**src/rtl/coh_pkg.sv**
```systemverilog
package coh_pkg;
  typedef enum logic [1:0] {
    OP_LOAD  = 2'd0,
    OP_STORE = 2'd1,
    OP_REPL  = 2'd2
  } core_op_e;

  typedef enum logic [1:0] {
    BUS_GETS = 2'd0,
    BUS_GETM = 2'd1,
    BUS_PUTM = 2'd2
  } bus_req_e;

  // _A: data held, own request not yet ordered; _D: ordered, awaiting data
  typedef enum logic [3:0] {
    ST_I, ST_S, ST_M,
    ST_IS_AD, ST_IS_D, ST_IS_A,
    ST_IM_AD, ST_IM_D, ST_IM_A,
    ST_SM_AD, ST_SM_D, ST_SM_A,
    ST_MI_A, ST_SI_A, ST_II_A
  } blk_state_e;

  function automatic logic is_stable(blk_state_e s);
    return (s == ST_I) || (s == ST_S) || (s == ST_M);
  endfunction
endpackage

```
**src/rtl/coh_snoop_fifo.sv**
```systemverilog
module coh_snoop_fifo #(
  parameter int unsigned W     = 8,
  parameter int unsigned DEPTH = 4
) (
  input  logic         clk_i,
  input  logic         rst_ni,
  input  logic         push_i,
  input  logic [W-1:0] data_i,
  input  logic         pop_i,
  output logic         full_o,
  output logic         valid_o,
  output logic [W-1:0] data_o
);
  localparam int unsigned PTR_W = (DEPTH > 1) ? $clog2(DEPTH) : 1;
  localparam int unsigned CNT_W = $clog2(DEPTH + 1);
  localparam logic [PTR_W-1:0] LAST = PTR_W'(DEPTH - 1);
  localparam logic [CNT_W-1:0] FULL = CNT_W'(DEPTH);

  logic [W-1:0]     mem_q [DEPTH];
  logic [PTR_W-1:0] wr_q, rd_q;
  logic [CNT_W-1:0] cnt_q;

  assign full_o  = (cnt_q == FULL);
  assign valid_o = (cnt_q != '0);
  assign data_o  = mem_q[rd_q];

  always_ff @(posedge clk_i or negedge rst_ni) begin
    if (!rst_ni) begin
      wr_q  <= '0;
      rd_q  <= '0;
      cnt_q <= '0;
    end else begin
      if (push_i) wr_q <= (wr_q == LAST) ? '0 : wr_q + 1'b1;
      if (pop_i)  rd_q <= (rd_q == LAST) ? '0 : rd_q + 1'b1;
      if (push_i && !pop_i)      cnt_q <= cnt_q + 1'b1;
      else if (pop_i && !push_i) cnt_q <= cnt_q - 1'b1;
    end
  end

  always_ff @(posedge clk_i) begin
    if (push_i) mem_q[wr_q] <= data_i;
  end
endmodule

```
**src/rtl/coh_blk_fsm.sv**
```systemverilog
module coh_blk_fsm
  import coh_pkg::*;
(
  input  logic     clk_i,
  input  logic     rst_ni,
  input  logic     rsp_i,
  input  logic     snp_i,
  input  logic     snp_own_i,
  input  bus_req_e snp_type_i,
  input  logic     core_i,
  input  core_op_e core_op_i,
  output logic     stable_o,
  output logic     stall_o,
  output logic     send_req_o,
  output logic     send_mem_o,
  output logic     issue_o,
  output bus_req_e issue_type_o,
  output logic     hit_o,
  output logic     done_o
);
  blk_state_e st_q, s1, s2, s3;

  assign stable_o = is_stable(st_q);

  always_comb begin
    // data response first
    s1 = st_q;
    if (rsp_i) begin
      case (st_q)
        ST_IS_AD: s1 = ST_IS_A;
        ST_IS_D:  s1 = ST_S;
        ST_IM_AD: s1 = ST_IM_A;
        ST_IM_D:  s1 = ST_M;
        ST_SM_AD: s1 = ST_SM_A;
        ST_SM_D:  s1 = ST_M;
        default: ;
      endcase
    end

    // snoop queue head
    s2         = s1;
    stall_o    = 1'b0;
    send_req_o = 1'b0;
    send_mem_o = 1'b0;
    if (snp_i && snp_own_i) begin
      case (s1)
        ST_IS_AD: if (snp_type_i == BUS_GETS) s2 = ST_IS_D;
        ST_IS_A:  if (snp_type_i == BUS_GETS) s2 = ST_S;
        ST_IM_AD: if (snp_type_i == BUS_GETM) s2 = ST_IM_D;
        ST_IM_A:  if (snp_type_i == BUS_GETM) s2 = ST_M;
        ST_SM_AD: if (snp_type_i == BUS_GETM) s2 = ST_SM_D;
        ST_SM_A:  if (snp_type_i == BUS_GETM) s2 = ST_M;
        ST_MI_A, ST_SI_A: if (snp_type_i == BUS_PUTM) begin
          send_mem_o = 1'b1;
          s2         = ST_I;
        end
        ST_II_A:  if (snp_type_i == BUS_PUTM) s2 = ST_I;
        default: ;
      endcase
    end else if (snp_i) begin
      case (s1)
        ST_S: if (snp_type_i == BUS_GETM) s2 = ST_I;
        ST_M, ST_MI_A: begin
          if (snp_type_i == BUS_GETS) begin
            send_req_o = 1'b1;
            send_mem_o = 1'b1;
            s2 = (s1 == ST_M) ? ST_S : ST_SI_A;
          end else if (snp_type_i == BUS_GETM) begin
            send_req_o = 1'b1;
            s2 = (s1 == ST_M) ? ST_I : ST_II_A;
          end
        end
        ST_IS_D: stall_o = (snp_type_i == BUS_GETM);
        ST_IM_D, ST_SM_D:
          stall_o = (snp_type_i == BUS_GETS) || (snp_type_i == BUS_GETM);
        ST_SM_AD: if (snp_type_i == BUS_GETM) s2 = ST_IM_AD;
        ST_SM_A:  if (snp_type_i == BUS_GETM) s2 = ST_IM_A;
        ST_SI_A:  if (snp_type_i == BUS_GETM) s2 = ST_II_A;
        default: ;
      endcase
    end

    // core request, only accepted while the block was stable
    s3           = s2;
    issue_o      = 1'b0;
    issue_type_o = BUS_GETS;
    hit_o        = 1'b0;
    if (core_i) begin
      case (core_op_i)
        OP_LOAD: begin
          if (s2 == ST_I) begin
            issue_o = 1'b1;
            s3      = ST_IS_AD;
          end else hit_o = 1'b1;
        end
        OP_STORE: begin
          if (s2 == ST_M) hit_o = 1'b1;
          else begin
            issue_o      = 1'b1;
            issue_type_o = BUS_GETM;
            s3 = (s2 == ST_S) ? ST_SM_AD : ST_IM_AD;
          end
        end
        OP_REPL: begin
          if (s2 == ST_M) begin
            issue_o      = 1'b1;
            issue_type_o = BUS_PUTM;
            s3           = ST_MI_A;
          end else begin
            hit_o = 1'b1;
            s3    = ST_I;
          end
        end
        default: ;
      endcase
    end

    done_o = !is_stable(st_q) && is_stable(s3);
  end

  always_ff @(posedge clk_i or negedge rst_ni) begin
    if (!rst_ni) st_q <= ST_I;
    else         st_q <= s3;
  end
endmodule

```
**src/rtl/coh_ctrl.sv**
```systemverilog
module coh_ctrl
  import coh_pkg::*;
#(
  parameter  int unsigned NUM_BLK    = 4,
  parameter  int unsigned ID_W       = 2,
  parameter  int unsigned MY_ID      = 1,
  parameter  int unsigned FIFO_DEPTH = 4,
  localparam int unsigned ADDR_W     = (NUM_BLK > 1) ? $clog2(NUM_BLK) : 1
) (
  input  logic              clk_i,
  input  logic              rst_ni,
  input  logic              core_valid_i,
  input  logic [1:0]        core_op_i,
  input  logic [ADDR_W-1:0] core_addr_i,
  output logic              core_ready_o,
  output logic              core_hit_o,
  output logic [NUM_BLK-1:0] core_done_o,
  output logic              breq_valid_o,
  output logic [1:0]        breq_type_o,
  output logic [ADDR_W-1:0] breq_addr_o,
  input  logic              snp_valid_i,
  input  logic [1:0]        snp_type_i,
  input  logic [ID_W-1:0]   snp_src_i,
  input  logic [ADDR_W-1:0] snp_addr_i,
  output logic              snp_ready_o,
  input  logic              rsp_valid_i,
  input  logic [ID_W-1:0]   rsp_dst_i,
  input  logic [ADDR_W-1:0] rsp_addr_i,
  output logic              dsend_req_o,
  output logic              dsend_mem_o,
  output logic [ID_W-1:0]   dsend_dst_o,
  output logic [ADDR_W-1:0] dsend_addr_o
);
  localparam int unsigned SNP_W = 2 + ID_W + ADDR_W;
  localparam logic [ID_W-1:0] OWN_ID = ID_W'(MY_ID);

  logic              fifo_full;
  logic              head_vld, head_pop, head_stall;
  logic [SNP_W-1:0]  head_data;
  logic [ADDR_W-1:0] head_addr;
  logic [ID_W-1:0]   head_src;
  bus_req_e          head_type;
  logic              rsp_mine;

  logic [NUM_BLK-1:0] blk_stable, stall_vec, sreq_vec, smem_vec;
  logic [NUM_BLK-1:0] issue_vec, hit_vec, done_vec;
  bus_req_e           itype_vec [NUM_BLK];

  assign snp_ready_o = !fifo_full;

  coh_snoop_fifo #(.W(SNP_W), .DEPTH(FIFO_DEPTH)) u_fifo (
    .clk_i   (clk_i),
    .rst_ni  (rst_ni),
    .push_i  (snp_valid_i && !fifo_full),
    .data_i  ({snp_type_i, snp_src_i, snp_addr_i}),
    .pop_i   (head_pop),
    .full_o  (fifo_full),
    .valid_o (head_vld),
    .data_o  (head_data)
  );

  assign head_addr  = head_data[ADDR_W-1:0];
  assign head_src   = head_data[ADDR_W +: ID_W];
  assign head_type  = bus_req_e'(head_data[SNP_W-1 -: 2]);
  assign head_stall = head_vld && stall_vec[head_addr];
  assign head_pop   = head_vld && !head_stall;
  assign rsp_mine   = rsp_valid_i && (rsp_dst_i == OWN_ID);

  for (genvar b = 0; b < NUM_BLK; b++) begin : g_blk
    coh_blk_fsm u_blk (
      .clk_i        (clk_i),
      .rst_ni       (rst_ni),
      .rsp_i        (rsp_mine && (rsp_addr_i == ADDR_W'(b))),
      .snp_i        (head_vld && (head_addr == ADDR_W'(b))),
      .snp_own_i    (head_src == OWN_ID),
      .snp_type_i   (head_type),
      .core_i       (core_valid_i && core_ready_o && (core_addr_i == ADDR_W'(b))),
      .core_op_i    (core_op_e'(core_op_i)),
      .stable_o     (blk_stable[b]),
      .stall_o      (stall_vec[b]),
      .send_req_o   (sreq_vec[b]),
      .send_mem_o   (smem_vec[b]),
      .issue_o      (issue_vec[b]),
      .issue_type_o (itype_vec[b]),
      .hit_o        (hit_vec[b]),
      .done_o       (done_vec[b])
    );
  end

  assign core_ready_o = blk_stable[core_addr_i];
  assign core_hit_o   = |hit_vec;
  assign core_done_o  = done_vec;
  assign breq_valid_o = |issue_vec;
  assign breq_type_o  = itype_vec[core_addr_i];
  assign breq_addr_o  = core_addr_i;
  assign dsend_req_o  = |sreq_vec;
  assign dsend_mem_o  = |smem_vec;
  assign dsend_dst_o  = head_src;
  assign dsend_addr_o = head_addr;
endmodule

```
**config.mk**
```make
export PLATFORM = sky130hd
export DESIGN_NAME = coh_ctrl
export DESIGN_NICKNAME = d
export VERILOG_FILES = /design/src/rtl/coh_pkg.sv /design/src/rtl/coh_snoop_fifo.sv /design/src/rtl/coh_blk_fsm.sv /design/src/rtl/coh_ctrl.sv
export SDC_FILE = /design/constraint.sdc
export NUM_CORES = 1
export LEC_CHECK = 0
export BUFFER_PORTS_ARGS = -buffer_cell sky130_fd_sc_hd__buf_2
export CORE_MARGIN = 2
export CORE_UTILIZATION = 49
export CTS_CLUSTER_DIAMETER = 120
export DETAILED_ROUTE_END_ITERATION = 10
export PLACE_DENSITY_LB_ADDON = 0.1
export SETUP_SLACK_MARGIN = 0.15
export SLEW_MARGIN = 30
export SYNTH_ARGS = -nofsm -noshare
export SYNTH_HDL_FRONTEND = slang
export SYNTH_SLANG_ARGS = --single-unit
```
**constraint.sdc**
```tcl
create_clock -name clk_i -period 7.15 [get_ports clk_i]
set_input_delay 1.7875 -clock clk_i [delete_from_list [all_inputs] [get_ports clk_i]]
set_output_delay 1.7875 -clock clk_i [all_outputs]
set_load 0.005 [all_outputs]
```
==> results of run 1 <==
cells in the final DEF, fill, tap and decap left out, drive strengths merged, types with 10 or more instances in the layout:
cell     n
mux2i   13
nor2b   19
nand2b  16
and3    15
ha      10
mux4    10
o31ai   12
o21ai   72
nor3    37
nor2    77
buf     51
nand2   75
a21oi   54
nand3b  13
nand3   29
dfrtp   23
o211ai  11
o22ai   10
a211oi  20
inv     27
o221ai  13
a31oi   26
edfxtp  24
area by class of cell:
class                           count  area [um2]
Fill cell                        1259        5950
Inverter                           29         109
Clock inverter                      3        71.3
Timing Repair Buffer               51         305
Sequential cell                    47        1300
Tap cell                          172         215
Clock buffer                        5         125
Multi-Input combinational cell    700        4600
registers in the layout, summed over array words and instances, names as in the netlist:
name,count
g_blk.u_blk.st_q,16
u_fifo.rd_q,2
u_fifo.mem_q,24
u_fifo.cnt_q,3
u_fifo.wr_q,2
routing by layer:
layer  share of wire  global-route usage  wire, um
met1            0.40               0.419      8900
met2            0.44               0.472      9770
met3            0.11              0.0480      2450
met4           0.043               0.126       939
met5               0                   0         0
through the flow:
| step | worst slack, ps | area (um2) | hold slack, ps | std cells |
|---|---|---|---|---|
| after floorplan | 1040 | 6360 | 476 | 861 |
| after global placement | 516 | 6520 | 514 | 999 |
| after detailed placement | 392 | 6520 | 529 | 999 |
| after CTS | 376 | 6720 | 538 | 1007 |
| after global routing | 154 | 6720 | 579 | 1007 |
| final | 291 | 6720 | 528 | 1007 |
timing repair:
action                                  CTS  global route
buffers inserted                          0             0
resized for setup                         0             1
endpoints found under the setup margin    0             2
where the power goes:
part / switching (mW) / internal [mW] / total, mW
sequential: 0.293 / 0.371 / 0.664
clock: 0.105 / 0.203 / 0.308
combinational: 1.28 / 0.769 / 2.05
total: 1.68 / 1.34 / 3.02
kinds of logic (layout without fill, tap and decap cells):
family,count (synthesis),count (layout)
simple gates,348,348
fa+ha+maj,11,11
compound gates,311,311
mux,26,26
buf+inv,114,88
xor+xnor,4,4
flops,47,47
worst min-delay path by stage:
stage,start,endpoint,slack [ps],depth (start not counted)
detailed placement,u_fifo.cnt_q[2],u_fifo.cnt_q[2],530,1
global placement,u_fifo.cnt_q[2],u_fifo.cnt_q[2],510,1
global route,u_fifo.cnt_q[2],u_fifo.cnt_q[2],580,1
floorplan,u_fifo.cnt_q[2],u_fifo.cnt_q[2],480,1
finish,u_fifo.cnt_q[2],u_fifo.cnt_q[2],530,1
CTS,u_fifo.cnt_q[2],u_fifo.cnt_q[2],540,1
==> impl_results.md, run 1 <==
* Maxcap violations at 0
* Grt total ovfl at 0
* Post-synth EDFFs at 24
* Layout area overhead at 5.58%
* Clk sinks at 47
* Adder-cell share of the synthesized area at 0.0228
* Gate Count Post-Synth at 861
* Die width at 118 um
* Overall Power at 3.02 mW
* Dpl hpwl at 15,600 um
* Number of port buffers at 36
* Biggest area consumer among synthesized cells: edfxtp_1
* Max-slew violations at 0
* Post-synth ARST share at 0.489
* Crit path time final at 6860 ps
* R2R depth at 14
* Worst-margin pin slew at 979 ps
* Worst-path maximum fanout at 8
* CTS root buf: clkbuf_16
* Post-synthesis cell area at 0.00636 mm2
* Reg-to-Reg End: u_fifo.cnt_q[1]
* Crit-path most repeated cell: buf_2
* Setup TNS at 0 ps
* DR pass1 iterations at 8
* Register area share after synthesis at 0.204
* Vias in the first global route at 6,484
* Syn avg cell area at 7.39 um2
* Status: finished, final reports clean
* Initial core utilization at 0.502
* Inserted Diodes at 0
* CTS buffer count at 5
* Num rows at 41
* GRT Util Overall at 0.304
* Max stage delay cell, worst path: mux4_2
* Max Fclk at 146 MHz
* H-tree depth at 2
* Final count of hold timing violations at 0
* Critical Path Start: rsp_dst_i[1]
* Power Density at 450 mW/mm2
* Cts hold-fix bufs at 0
* Layout cells sized above 1 at 0.128
* Critical Path Sink: breq_type_o[0]
* Static leakage at 2.41 nW
* Skew-Pair Late Insertion Delay at 300 ps
* Skew final at 10.6 ps
* Post-synthesis mux area share at 0.0611
* Antenna violations before repair at 0
* Synth Register Bits at 47
* Largest cells by area after synthesis: edfxtp_1, dfrtp_1, o21ai_0, nor2_1, nand2_1
* Worst EP arrival at 5070 ps
* Post-DRT Antenna Nets at 0
* Gp weighted congestion at 1.00
* CP delay by family, top: compound AO/OA/AOI/OAI gates
* Via density at 7.13
* Slowest stage delay, CP at 580 ps
* DR vias at 7,183
* Number of unique standard cell types used by synthesis at 98
* WP buf/inv at 3
* Hold WC Path Type: reg -> reg
* Worst r2r src: g_blk[3].u_blk.st_q[2]
* Post-synthesis xor/xnor area fraction at 0.00550
* Post-layout util at 0.530
* Wire per inst at 21.9 um
* CTS tree: built
* Top cells by count, synth: nor2_1, nand2_1, o21ai_0, clkbuf_1, a21oi_1
* DRC errors left at 0
* 1st-iter DRT viols at 1,620
* Largest family of logic cells by synthesized area: compound AO/OA/AOI/OAI gates
* CP required at 5360 ps
* CTS clk-pin slew, worst paths at 60 ps
* Yosys top cell area share at 0.113
* Top Ports at 37
* Synth Area in Simple Gates at 0.291
* Core area at 0.0127 mm2
* VDD IR max at 0.000262 V
* Syn. warnings at 0
* RSZ-0062 raised after global routing: no
* Post-Syn Nets at 891
* Post-synth top flop: edfxtp_1
* First-pass GRT wire length at 34,600 um
* Die ar. at 0.0139 mm2
* Count leader, synth: nor2_1
* Stages on the worst setup path at 12
* Largest net degree at the start of global routing at 39
* Final nets at 864
* Crit path cell chain: buf_2 > nand4b_1 > buf_4 > nor2_1 > a21boi_0 > a211oi_1 > o22ai_1 > o21ai_1 > nand4_1 > mux4_2 > and3_1 > buf_2
* Setup crit end kind: primary output
* # setup viols final at 0
* Compound-Gate Fraction of Synth Area at 0.340
* Slack of the worst reg-to-reg path at 2970 ps
* Rel. slew slack at 0.347
* Total wire length at 22,100 um
* Die extent in y at 118 um
* WS Path Type: in -> out
* Crit path launch type: primary input
* CTS Buffer Depth at 2
* Fin crit share at 0.959
No activity file was read; power rests on OpenSTA's default activity.
==> run 2, diff against run 1 <==
- CORE_UTILIZATION: 49 -> 50
- RECOVER_POWER: unset -> 25
==> run 2 against run 1 <==
  * Sequential cell count stayed put
  * Combinational power is essentially flat
  * Total power is 2.3% lower
  * Register-to-register slack lost 110 ps
  * Fmax rose by 1.5%
  * Clock skew shrank 4.6 ps
  * Die area shrank 1.9%
  * Worst setup slack gained 100 ps
  * Core utilization rose by 0.49 points
  * Non-clock buffer count up 4
  * Clock power is 21% lower
  * Critical path depth did not move
  * Critical path type unchanged
  * Largest power group unchanged
==> impl_results.md, run 2 (synthesis gave the netlist of run 1 again) <==
* Status: finished, final reports clean (unchanged)
* Initial core utilization at 0.508 (was 0.502)
* Final count of hold timing violations at 0 (unchanged)
* Worst-path maximum fanout at 36 (was 8)
* Static leakage at 2.39 nW (was 2.41 nW)
* Skew final at 6.00 ps (was 10.6 ps)
* Slowest stage delay, CP at 520 ps (was 580 ps)
* Largest regs: u_fifo.mem_q: 24 flops, g_blk.u_blk.st_q: 16 flops, u_fifo.cnt_q: 3 flops (unchanged)
* Top Ports at 37 (unchanged)
* Worst hold stages at 1 (unchanged)
* Layout area overhead at 5.27% (was 5.58%)
* DR vias at 7,187 (was 7,183)
* Power Density at 441 mW/mm2 (was 450 mW/mm2)
* Layout cells sized above 1 at 0.126 (was 0.128)
* Dpl hpwl at 15,300 um (was 15,600 um)
* Wire per inst at 21.4 um (was 21.9 um)
* Rel. slew slack at 0.0952 (was 0.347)
* Worst EP arrival at 4970 ps (was 5070 ps)
* WP buf/inv at 3 (unchanged)
* Die extent in y at 117 um (was 118 um)
* Reg-to-Reg End: u_fifo.cnt_q[1] (unchanged)
* Post-DRT Antenna Nets at 0 (unchanged)
* Largest net degree at the start of global routing at 39 (unchanged)
* # setup viols final at 0 (unchanged)
* VDD IR max at 0.000280 V (was 0.000262 V)
* Die ar. at 0.0136 mm2 (was 0.0139 mm2)
* Inserted Diodes at 0 (unchanged)
* Via density at 7.11 (was 7.13)
* CTS clk-pin slew, worst paths at 70 ps (was 60 ps)
* Final nets at 868 (was 864)
* DR pass1 iterations at 7 (was 8)
* HP Start: u_fifo.cnt_q[2] (unchanged)
* RSZ-0062 raised after global routing: no (unchanged)
* Antenna violations before repair at 0 (unchanged)
* CTS tree: built (unchanged)
* CTS buffer count at 5 (unchanged)
* Total wire length at 21,600 um (was 22,100 um)
* CTS root buf: clkbuf_16 (unchanged)
* Number of port buffers at 36 (unchanged)
* Gp weighted congestion at 1.01 (was 1.00)
* Setup ws final at 393 ps (was 291 ps)
* Cts hold-fix bufs at 0 (unchanged)
* Most frequent cells in the layout: nor2_1, nand2_1, o21ai_0, a21oi_1, nor3_1 (was nor2_1, nand2_1, o21ai_0, a21oi_1, buf_2)
* WS Path Type: in -> out (unchanged)
* H-tree depth at 2 (unchanged)
* Worst-margin pin slew at 1360 ps (was 979 ps)
* Worst r2r src: g_blk[3].u_blk.st_q[3] (was g_blk[3].u_blk.st_q[2])
* Fin crit share at 0.945 (was 0.959)
* Hold_ws at 576 ps (was 528 ps)
* Setup TNS at 0 ps (unchanged)
* Max stage delay cell, worst path: mux4_2 (unchanged)
* Hold Path End: u_fifo.cnt_q[2] (unchanged)
* Crit path cell chain: buf_2 > buf_4 > nand2_1 > o31ai_1 > a21oi_1 > a32oi_1 > o41ai_2 > nor2_2 > nand2_1 > mux4_2 > and3_1 > buf_2 (was buf_2 > nand4b_1 > buf_4 > nor2_1 > a21boi_0 > a211oi_1 > o22ai_1 > o21ai_1 > nand4_1 > mux4_2 > and3_1 > buf_2)
* Hold WC Path Type: reg -> reg (unchanged)
* Crit path launch type: primary input (unchanged)
* CP delay by family, top: compound AO/OA/AOI/OAI gates (unchanged)
* Vias in the first global route at 6,277 (was 6,484)
* CP required at 5360 ps (about the same)
* Clk sinks at 47 (unchanged)
* Num rows at 41 (unchanged)
* 1st-iter DRT viols at 1,230 (was 1,620)
* DRC errors left at 0 (unchanged)
* GRT Util Overall at 0.315 (was 0.304)
* Max-slew violations at 0 (unchanged)
* CTS Buffer Depth at 2 (unchanged)
* Core area at 0.0125 mm2 (was 0.0127 mm2)
* Max FFs per register at 24 (unchanged)
* Die width at 117 um (was 118 um)
* R2R depth at 13 (was 14)
* Pre-CTS setup slack at 411 ps (was 392 ps)
* Setup crit end kind: primary output (unchanged)
* First-pass GRT wire length at 33,800 um (was 34,600 um)
* Skew-Pair Late Insertion Delay at 290 ps (was 300 ps)
* Grt total ovfl at 0 (unchanged)
* Maxcap violations at 0 (unchanged)
* Slack of the worst reg-to-reg path at 2860 ps (was 2970 ps)
* Top reg by flops: u_fifo.mem_q (unchanged)
* Max Fclk at 148 MHz (was 146 MHz)
* Crit path time final at 6760 ps (was 6860 ps)
## run 2: cell count changes in the layout (fill, tap and decap cells not counted), moves of 2 or more
cell       delta
buf_4         +5
inv_6         +2
buf_2         -7
clkbuf_1      +7
bufinv_16     -2
## run 2: per-layer routing
| layer | GRT usage | wire, um | up-vias |
|---|---|---|---|
| met5 | 0 | 0 | - |
| met4 | 0.129 | 804 | 0 |
| met3 | 0.0649 | 2590 | 68 |
| met2 | 0.455 | 9230 | 521 |
| met1 | 0.459 | 9010 | 3352 |
| li1 | - | - | 3246 |
## run 2: how the worst max path moves through the flow
stage	startpoint	endpoint	slack, ps	cells past startpoint
2_1_floorplan	rsp_addr_i[1]	core_done_o[1]	1040	12
3_3_place_gp	rsp_addr_i[0]	breq_type_o[0]	380	11
3_5_place_dp	rsp_addr_i[0]	breq_type_o[0]	410	11
4_1_cts	rsp_addr_i[0]	breq_type_o[0]	370	11
5_1_grt	rsp_addr_i[1]	core_done_o[2]	150	12
6_report	rsp_addr_i[1]	breq_type_o[0]	390	12
## run 2: timing repair
| action | in CTS | in global routing |
|---|---|---|
| gates resized for setup | 0 | 2 |
| setup endpoints to repair | 0 | 5 |
| buffers inserted | 0 | 1 |
## run 2: per-stage QoR
stage | std cells | power, mW | util | area, um2
floorplan | 861 | 2.10 | - | 6360
global placement | 1002 | 2.62 | 0.522 | 6530
finish | 1011 | 2.95 | 0.535 | 6700
global route | 1011 | 3.17 | 0.535 | 6700
detailed placement | 1002 | 2.62 | 0.522 | 6540
CTS | 1010 | 2.88 | 0.534 | 6690
## run 2: where the power goes
part	internal (mW)	total, mW	switching (mW)
Clock	0.135	0.244	0.110
Sequential	0.371	0.649	0.279
Combinational	0.770	2.06	1.29
## run 2: final cells by class
cell class                      instances  area, um2
Clock inverter                          3       28.8
Inverter                               29        109
Fill cell                            1251       5820
Timing Repair Buffer                   55        314
Tap cell                              172        215
Sequential cell                        47       1300
Clock buffer                            5        125
Multi-Input combinational cell        700       4610
==> run 3, diff against run 2 <==
- GPL_ROUTABILITY_DRIVEN: unset -> 0
- SYNTH_HIERARCHICAL: unset -> 1
==> run 3 against run 2 <==
  * Sequential cell count unchanged
  * Fmax down 1.8%
  * Core utilization down 0.31 points
  * The flow now finishes with violations (capacitance limit, slew limit)
  * Clock power up 13%
  * Final cell count up 5.5%
  * Combinational power about the same
  * Worst setup slack worse by 130 ps
==> impl_results.md, run 3 <==
* Status: finished, violations left (was finished, final reports clean)
* Failing checks: capacitance limit, slew limit
* Number of port buffers at 36 (unchanged)
* Skew-Pair Late Insertion Delay at 290 ps (about the same)
* Die ar. at 0.0151 mm2 (was 0.0136 mm2)
* DRC errors left at 0 (unchanged)
* Placed cell area at 0.00716 mm2 (was 0.00654 mm2)
* Biggest area consumer among synthesized cells: edfxtp_1 (unchanged)
* Static leakage at 2.81 nW (was 2.39 nW)
* Setup ws final at 267 ps (was 393 ps)
* CTS root buf: clkbuf_16 (unchanged)
* Sw frac at 0.525 (was 0.568)
* Max Fclk at 145 MHz (was 148 MHz)
* DR vias at 7,278 (was 7,187)
* Clk sinks at 47 (unchanged)
* Via density at 6.82 (was 7.11)
* Largest regs: u_fifo/mem_q: 24 flops, g_blk.u_blk/st_q: 16 flops, u_fifo/cnt_q: 3 flops (was u_fifo.mem_q: 24 flops, g_blk.u_blk.st_q: 16 flops, u_fifo.cnt_q: 3 flops)
* Num rows at 43 (was 41)
* Post-synth ARST share at 0.489 (unchanged)
* Post-synthesis cell area at 0.00706 mm2 (was 0.00636 mm2)
* Antenna violations before repair at 0 (unchanged)
* Yosys top cell area share at 0.102 (was 0.113)
* Max stage delay cell, worst path: or4_1 (was mux4_2)
* GRT Util Overall at 0.271 (was 0.315)
* Top Ports at 37 (unchanged)
* Rel. slew slack at -0.0507 (was 0.0952)
* Die width at 123 um (was 117 um)
* Largest cells by area after synthesis: edfxtp_1, dfrtp_1, a21oi_1, ha_1, nor2_1 (was edfxtp_1, dfrtp_1, o21ai_0, nor2_1, nand2_1)
* Core area at 0.0138 mm2 (was 0.0125 mm2)
* First-pass GRT wire length at 33,200 um (was 33,800 um)
* Inserted Diodes at 0 (unchanged)
* CTS Buffer Depth at 2 (unchanged)
* Clock power frac at 0.096 (was 0.083)
* Psw at 1.51 mW (was 1.68 mW)
* Layout cells sized above 1 at 0.138 (was 0.126)
* Worst r2r src: u_fifo/rd_q[0] (was g_blk[3].u_blk.st_q[3])
* WS Path Type: in -> out (unchanged)
* Worst EP arrival at 5100 ps (was 4970 ps)
* CTS tree: built (unchanged)
* Dpl hpwl at 15,000 um (was 15,300 um)
* Final nets at 928 (was 868)
* RSZ-0062 raised after global routing: no (unchanged)
* Slack of the worst reg-to-reg path at 3030 ps (was 2860 ps)
* Critical Path Start: rsp_valid_i (was rsp_addr_i[1])
* Max-slew violations at 24 (was 0)
* Stages on the worst setup path at 13 (was 12)
* Gate Count Post-Synth at 898 (was 861)
* Total wire length at 20,800 um (was 21,600 um)
* CTS buffer count at 5 (unchanged)
* WP buf/inv at 3 (unchanged)
* Most frequent cells in the layout: nor2_1, nand2_1, a21oi_1, o21ai_0, nand2b_1 (was nor2_1, nand2_1, o21ai_0, a21oi_1, nor3_1)
* Post-DRT Antenna Nets at 0 (unchanged)
* Largest net degree at the start of global routing at 31 (was 39)
* Pre-CTS setup slack at 161 ps (was 411 ps)
* Max FFs per register at 24 (unchanged)
* Die extent in y at 123 um (was 117 um)
* VDD IR max at 0.000264 V (was 0.000280 V)
* 1st-iter DRT viols at 879 (was 1,230)
* Synth Register Bits at 47 (unchanged)
* Power Internal at 1.37 mW (was 1.28 mW)
* Reg power frac at 0.201 (was 0.220)
* Wire per inst at 19.5 um (was 21.4 um)
* Post-Syn Nets at 940 (was 891)
* Grt total ovfl at 0 (unchanged)
* Register area share after synthesis at 0.183 (was 0.204)
* Critical Path Sink: core_hit_o (was breq_type_o[0])
* # setup viols final at 0 (unchanged)
* Count leader, synth: nor2_1 (unchanged)
* CP delay by family, top: simple AND/OR/NAND/NOR gates (was compound AO/OA/AOI/OAI gates)
* Power Density at 392 mW/mm2 (was 441 mW/mm2)
* Hold WC Path Type: reg -> reg (unchanged)
* CTS clk-pin slew, worst paths at 70 ps (about the same)
* Comb power frac at 0.703 (was 0.697)
* Top reg by flops: u_fifo/mem_q (was u_fifo.mem_q)
* Leading cell type in the layout, fill and taps excluded: nor2_1
* CP required at 5360 ps (about the same)
* Post-synth EDFFs at 24 (unchanged)
* Overall Power at 2.88 mW (was 2.95 mW)
* Layout area overhead at 4.16% (was 5.27%)
* Slowest stage delay, CP at 580 ps (was 520 ps)
* Placed cells at 1,057 (was 1,002)
* Setup TNS at 0 ps (unchanged)
* Initial core utilization at 0.511 (was 0.508)
* Top cells by count, synth: nor2_1, a21oi_1, nand2_1, o21ai_0, buf_2 (was nor2_1, nand2_1, o21ai_0, clkbuf_1, a21oi_1)
* DR pass1 iterations at 7 (unchanged)
* Crit path cell chain: buf_2 > and3b_2 > and3b_2 > buf_4 > o31a_1 > a21boi_0 > a32o_1 > or2_4 > or3_4 > o31ai_2 > a31oi_1 > or4_1 > buf_2 (was buf_2 > buf_4 > nand2_1 > o31ai_1 > a21oi_1 > a32oi_1 > o41ai_2 > nor2_2 > nand2_1 > mux4_2 > and3_1 > buf_2)
* Worst-margin pin slew at 1580 ps (was 1360 ps)
* Syn avg cell area at 7.87 um2 (was 7.39 um2)
* Crit path time final at 6880 ps (was 6760 ps)
* Crit path launch type: primary input (unchanged)
* Reg-to-Reg End: u_fifo/cnt_q[1] (was u_fifo.cnt_q[1])
* Cts hold-fix bufs at 0 (unchanged)
* Maxcap violations at 1 (was 0)
* Number of unique standard cell types used by synthesis at 106 (was 98)
* Worst-path maximum fanout at 11 (was 36)
* Design Area, Final at 0.00736 mm2 (was 0.00670 mm2)
* Vias in the first global route at 6,582 (was 6,277)
* Syn. warnings at 6 (was 0)
* Layout Cells excl Fill at 1,067 (was 1,011)
* H-tree depth at 2 (unchanged)
* Fin crit share at 0.963 (was 0.945)
* Post-synth top flop: edfxtp_1 (unchanged)
* Final count of hold timing violations at 0 (unchanged)
* Setup crit end kind: primary output (unchanged)
* R2R depth at 11 (was 13)
* Skew final at 6.40 ps (was 6.00 ps)
## run 3: worst min path at each step
stage / end / from / cells past startpoint
floorplan: u_fifo/cnt_q[2] / u_fifo/cnt_q[2] / 1
global placement: u_fifo/cnt_q[2] / u_fifo/cnt_q[2] / 1
detailed placement: u_fifo/cnt_q[2] / u_fifo/cnt_q[2] / 1
CTS: u_fifo/cnt_q[2] / u_fifo/cnt_q[2] / 1
global route: u_fifo/cnt_q[2] / u_fifo/cnt_q[2] / 1
finish: u_fifo/cnt_q[2] / u_fifo/cnt_q[2] / 1
## run 3: timing repair
item                       CTS  global route
setup endpoints to repair    0             3
gates resized for setup      0             8
buffers inserted             0             2
## run 3: kinds of logic after synthesis
kind of cell             share of synthesized area
flip-flops                                   0.183
AO/OA/AOI/OAI                                0.330
buffers and inverters                       0.0893
AND/OR/NAND/NOR                              0.296
multiplexers                                0.0466
XOR/XNOR                                    0.0136
adder cells (fa/ha/maj)                     0.0418
## run 3: per-layer routing
metal | part of all wire | GRT usage | up-vias | wire [um]
met5 | 0 | 0 | - | 0
li1 | - | - | 3384 | -
met1 | 0.42 | 0.365 | 3421 | 8810
met3 | 0.076 | 0.0274 | 61 | 1570
met2 | 0.48 | 0.458 | 412 | 9860
met4 | 0.025 | 0.0797 | 0 | 516
## run 3: cell type report
type / count / area (um2)
fillers: 1260 / 6470
multi-input cells: 732 / 5170
flip-flops and latches: 47 / 1300
repair buffers: 59 / 344
well taps: 180 / 225
inverters: 41 / 154
clock buffers: 5 / 125
clock inverters: 3 / 46.3
## run 3: worst register-to-register path, cell delays in order, from the launching register on
cell and delay [ps]:
dfrtp_1 630, mux4_2 880, a22oi_1 280, o22ai_1 110
and3_1 260, mux4_2 480, nor2b_1 300, inv_1 100
ha_1 220, inv_1 70, fa_1 400, mux2_2 280
## run 3: through the flow
stage	utilization	hold slack, ps
2_1_floorplan	-	449
3_3_place_gp	0.518	472
3_5_place_dp	0.518	474
4_1_cts	0.530	486
5_1_grt	0.532	511
6_report	0.532	486
## run 3: power by group through the flow
stage	sequential (mW)	combinational (mW)	clock, mW
2_1_floorplan	0.401	1.70	0
3_3_place_gp	0.569	1.92	0
3_5_place_dp	0.578	1.96	0
4_1_cts	0.571	1.97	0.282
5_1_grt	0.600	2.20	0.292
6_report	0.579	2.03	0.276
